--- src/rtl/maskedCamPkg.sv ---
package maskedCamPkg;

  // Strobes from the control decoder to the datapath
  typedef struct packed {
    logic slotWe;
    logic keyWe;
    logic selWe;
    logic search;
  } camStrobe_t;

endpackage

--- src/rtl/camCtrl.sv ---
module camCtrl
  import maskedCamPkg::*;
#(
  parameter int N    = 16,
  parameter int IDXW = (N > 1) ? $clog2(N) : 1
) (
  input  logic            wrEn,
  input  logic [IDXW-1:0] wrIdx,
  input  logic            keyLoad,
  input  logic            selLoad,
  input  logic            searchGo,
  output camStrobe_t      strobe,
  output logic [N-1:0]    slotSel
);

  always_comb begin
    strobe.slotWe = wrEn;
    strobe.keyWe  = keyLoad;
    strobe.selWe  = selLoad;
    strobe.search = searchGo;
  end

  // One-hot slot decode; an index past the table selects nothing
  for (genvar i = 0; i < N; i++) begin : gDecode
    assign slotSel[i] = wrEn && (wrIdx == IDXW'(i));
  end

endmodule

--- src/rtl/camDatapath.sv ---
module camDatapath
  import maskedCamPkg::*;
#(
  parameter int N    = 16,
  parameter int W    = 8,
  parameter int IDXW = (N > 1) ? $clog2(N) : 1
) (
  input  logic            clk,
  input  logic            rstN,
  input  camStrobe_t      strobe,
  input  logic [N-1:0]    slotSel,
  input  logic [W-1:0]    wrData,
  input  logic            wrValid,
  input  logic [W-1:0]    keyIn,
  input  logic [W-1:0]    selIn,
  output logic [N-1:0]    hitVec,
  output logic            hitAny,
  output logic [IDXW-1:0] hitIdx
);

  logic [W-1:0] keyReg;
  logic [W-1:0] selReg;
  logic [N-1:0] matchNow;

  always_ff @(posedge clk) begin
    if (!rstN) begin
      keyReg <= '0;
      selReg <= '0;
    end else begin
      if (strobe.keyWe) keyReg <= keyIn;
      if (strobe.selWe) selReg <= selIn;
    end
  end

  // Per-slot storage and masked comparator
  for (genvar i = 0; i < N; i++) begin : gSlot
    logic [W-1:0] slotWord;
    logic         slotValid;

    always_ff @(posedge clk) begin
      if (!rstN) begin
        slotWord  <= '0;
        slotValid <= 1'b0;
      end else if (slotSel[i] && strobe.slotWe) begin
        slotWord  <= wrData;
        slotValid <= wrValid;
      end
    end

    assign matchNow[i] = slotValid && (((slotWord ^ keyReg) & selReg) == '0);
  end

  always_ff @(posedge clk) begin
    if (!rstN)              hitVec <= '0;
    else if (strobe.search) hitVec <= matchNow;
  end

  // Lowest-index priority encoder over the registered hit vector
  always_comb begin
    hitIdx = '0;
    for (int i = N - 1; i >= 0; i--) begin
      if (hitVec[i]) hitIdx = IDXW'(i);
    end
  end

  assign hitAny = |hitVec;

endmodule

--- src/rtl/maskedCam.sv ---
module maskedCam
  import maskedCamPkg::*;
#(
  parameter int N    = 16,
  parameter int W    = 8,
  parameter int IDXW = (N > 1) ? $clog2(N) : 1
) (
  input  logic            clk,
  input  logic            rstN,
  input  logic            wrEn,
  input  logic [IDXW-1:0] wrIdx,
  input  logic [W-1:0]    wrData,
  input  logic            wrValid,
  input  logic            keyLoad,
  input  logic [W-1:0]    keyIn,
  input  logic            selLoad,
  input  logic [W-1:0]    selIn,
  input  logic            searchGo,
  output logic [N-1:0]    hitVec,
  output logic            hitAny,
  output logic [IDXW-1:0] hitIdx
);

  camStrobe_t   strobe;
  logic [N-1:0] slotSel;

  camCtrl #(.N(N), .IDXW(IDXW)) u_ctrl (
    .wrEn     (wrEn),
    .wrIdx    (wrIdx),
    .keyLoad  (keyLoad),
    .selLoad  (selLoad),
    .searchGo (searchGo),
    .strobe   (strobe),
    .slotSel  (slotSel)
  );

  camDatapath #(.N(N), .W(W), .IDXW(IDXW)) u_dp (
    .clk     (clk),
    .rstN    (rstN),
    .strobe  (strobe),
    .slotSel (slotSel),
    .wrData  (wrData),
    .wrValid (wrValid),
    .keyIn   (keyIn),
    .selIn   (selIn),
    .hitVec  (hitVec),
    .hitAny  (hitAny),
    .hitIdx  (hitIdx)
  );

endmodule

--- config.mk ---
export PLATFORM = sky130hd
export DESIGN_NAME = maskedCam
export DESIGN_NICKNAME = d
export VERILOG_FILES = /design/src/rtl/maskedCamPkg.sv /design/src/rtl/camCtrl.sv /design/src/rtl/camDatapath.sv /design/src/rtl/maskedCam.sv
export SDC_FILE = /design/constraint.sdc
export NUM_CORES = 1
export LEC_CHECK = 0
export BUFFER_PORTS_ARGS = -buffer_cell sky130_fd_sc_hd__buf_4
export CAP_MARGIN = 20
export CORE_MARGIN = 3
export CORE_UTILIZATION = 60
export DETAILED_ROUTE_END_ITERATION = 10
export PLACE_DENSITY = 0.75
export SLEW_MARGIN = 20
export SYNTH_ARGS = -nofsm -noshare
export SYNTH_HDL_FRONTEND = slang
export SYNTH_SLANG_ARGS = --single-unit
--- constraint.sdc ---
create_clock -name clk -period 4.5 [get_ports clk]
set_clock_uncertainty 0.05 [all_clocks]
set_input_delay 0.45 -clock clk [delete_from_list [all_inputs] [get_ports clk]]
set_output_delay 0.45 -clock clk [all_outputs]
set_load 0.005 [all_outputs]
==> key figures <==
Placement
  • Dpl ws: 2.23 ns
  • HPWL Detailed: about 14,000 um
  • Routability-driven placement congestion ratio: roughly 0.83
  • I/O Buffers: between 50 and 60
  • Placed instance area: around 9100 um2

Pwr
  • Power Density: ~360 nW/um2
  • Pleak: around 4.3 nW
  • Worst VDD drop: ~0.31 mV

Global routing
  • Met1 Use GR: a little under two fifths
  • GR Overflow Total: 0
  • Antenna violations before repair: 0
  • Largest net degree at the start of global routing: 103
  • Overall Global Routing Usage: 29.6%
  • Vias in the first global route: ~6,500
  • M3 GR Usage: under 10%
  • Met2 usage: slightly below 50%
  • GR peak layer: met2
  • First-pass GRT wire length: about 37,000 um

Synth
  • Synth Flop Type: dfxtp_1
  • Post-synth ARST share: 0%
  • Yosys reg bits: about 180
  • Post-synth EDFFs: 0
  • Average footprint of a synthesized cell: 10.2 um2
  • Most numerous cell in the Yosys netlist: dfxtp_1
  • Sequential area share after synthesis: about two fifths
  • Synth unique cells: 35
  • Synth cell count leaders: dfxtp_1, nor2b_1, mux2i_1
  • Mapped Area: 8690 um2
  • Dominant cells by area after synthesis: dfxtp_1, mux2i_1, xor2_1
  • Post-synth top area share: 40.5%
  • Syn Nets: just under 900
  • Yosys top cell by area: dfxtp_1
  • Synth warn: 0
  • Post-Syn Instances: between 800 and 900

Drt
  • Initial DRC Count: 500
  • Remaining DRCs: 0
  • WL/cell: between 20 and 25 um
  • Via/cell ratio: 6.05
  • First-pass iteration count of the detailed router: 6
  • Via count: roughly 6,400
  • Antenna viol nets, final: 0
  • Final WL: between 20,000 and 25,000 um

CTS
  • H-tree depth: 4
  • Clk_lat worst skew: roughly 0.43 ns
  • Root buf cell: clkbuf_16
  • Post-CTS setup repair buffer count: 0
  • Cts repair resizes: 0
  • Clock tree buffer depth: 2
  • CTS tree: done
  • Clk slew on worst S/H paths: 0.07 ns
  • CTS Buf Count: 17
  • # hold bufs at CTS: 0
  • Sinks on Clock Net: between 150 and 200

Floorplan
  • Die H: about 130 um
  • Initial Util: roughly three fifths
  • DIE WIDTH: between 100 and 150 um
  • Die area: 16,000 um2
  • Num rows: 43
  • Io pins: 56
  • Core region area: 14,000 um2

Worst hold path
  • Hold_sp: keyIn[4]
  • Worst hold path class: input pin to register

Final layout
  • Post-route cell area: 9690 um2
  • Ant. Diodes: 0
  • Final core utilization: a little under 70%
  • Layout cells sized above 1: around an eighth
  • Final layout net count: 893
  • Area Overhead vs Synth: 11.5%

Timing
  • Max-slew violation total from the final report: 0
  • PnR worst setup slack: 2.01 ns
  • Slew headroom: roughly 28%
  • Tmin final: roughly 2.5 ns
  • Hold slack: 0.231 ns
  • Tcrit/Tclk final: a little under three fifths
  • RSZ-0062 raised after global routing: no
  • Slew @ Worst Pin: around 1.1 ns
  • Total Neg Setup Slack: 0 ns
  • Final setup fails: 0
  • Final Hold Vio Count: 0
  • Fmax: about 400 MHz

Critical path
  • Critical path endpoint category: output port
  • CP required: 4.00 ns
  • RR Startpoint: u_dp.keyReg[3]
  • Worst Setup SP: u_dp.hitVec[14]
  • Critical path class: register to output port
  • Worst setup SP type: register
  • Critical path peak fanout: 4
  • Arr. time, crit path: 1.99 ns

Status
  • Status: finished, final reports clean

Run
  • Max cap viols: 0
==> per-stage QoR <==
step / power [W] / instances
6_report: 0.00351 / 1051
5_1_grt: 0.00361 / 1051
4_1_cts: 0.00352 / 1051
3_5_place_dp: 0.00197 / 1019
3_3_place_gp: 0.00196 / 1019
2_1_floorplan: 0.00186 / 852
==> critical path, stage by stage (launching register included) <==
cell,delay [ns]
dfxtp_1,0.38
inv_1,0.06
a21oi_1,0.13
o21bai_1,0.07
a2111oi_0,0.60
o22ai_1,0.15
buf_4,0.16
==> sequential cells by signal, summed over array words and instances (netlist names) <==
register,cells
u_dp.gSlot.slotWord,128
u_dp.gSlot.slotValid,16
u_dp.selReg,8
u_dp.hitVec,16
u_dp.keyReg,8
==> placed cells by master (no fill, tap or decap), types with 2 or more instances in the layout <==
| cell | count |
|---|---|
| dfxtp_1 | 172 |
| nor2b_1 | 161 |
| mux2i_1 | 160 |
| xor2_1 | 128 |
| buf_4 | 60 |
| nand2_1 | 22 |
| a21oi_1 | 18 |
| clkbuf_16 | 17 |
| a222oi_1 | 16 |
| a22o_1 | 15 |
| a221oi_1 | 15 |
| a32o_1 | 15 |
| nor2_4 | 9 |
| nor2_1 | 8 |
| clkinv_2 | 5 |
| nand3_1 | 4 |
| inv_1 | 4 |
| nand2b_1 | 4 |
| bufinv_16 | 4 |
| dfxtp_2 | 4 |
| clkbuf_8 | 3 |
| nor4_1 | 2 |
| nor3_1 | 2 |
| o21ai_0 | 2 |
| nand3b_1 | 2 |
| or3_1 | 2 |
| a22oi_1 | 2 |
| clkinvlp_4 | 2 |
==> path summary, 6_finish.rpt <==
check                                  endpoint  cells past startpoint  slack (ns)
worst max-delay path                  hitIdx[0]                      6        2.01
worst min-delay path             u_dp.keyReg[4]                      3        0.23
worst max register to register   u_dp.hitVec[5]                      5        2.65
worst min register to register  u_dp.hitVec[13]                      2        0.44
==> routing by layer <==
layer | vias up | wire [um]
li1 | 2930 | -
met2 | 238 | 11100
met5 | - | 0
met1 | 3132 | 9970
met4 | 0 | 728
met3 | 61 | 1530
==> cells by family after synthesis <==
| logic type | Yosys count | synth area share [%] |
|---|---|---|
| buffers and inverters | 77 | 3.80 |
| xor gates and xnor gates | 128 | 12.9 |
| DFF | 176 | 40.5 |
| muxes | 160 | 18.4 |
| and+or+nand+nor | 221 | 15.8 |
| AOI/OAI and AO/OA | 90 | 8.54 |
==> where the power goes <==
group	internal, W	switching [W]
Sequential	0.00158	0.0000696
Clock	0.000968	0.000603
Combinational	0.000129	0.000159
==> final cells by class <==
cell class / count / area, um2
clock inverters: 11 / 160
well taps: 180 / 225
fillers: 1042 / 4350
flip-flops and latches: 176 / 3530
repair buffers: 60 / 450
inverters: 4 / 15.0
multi-input cells: 599 / 4840
clock buffers: 21 / 470
Note: power is estimated with default switching activity, not from simulation.
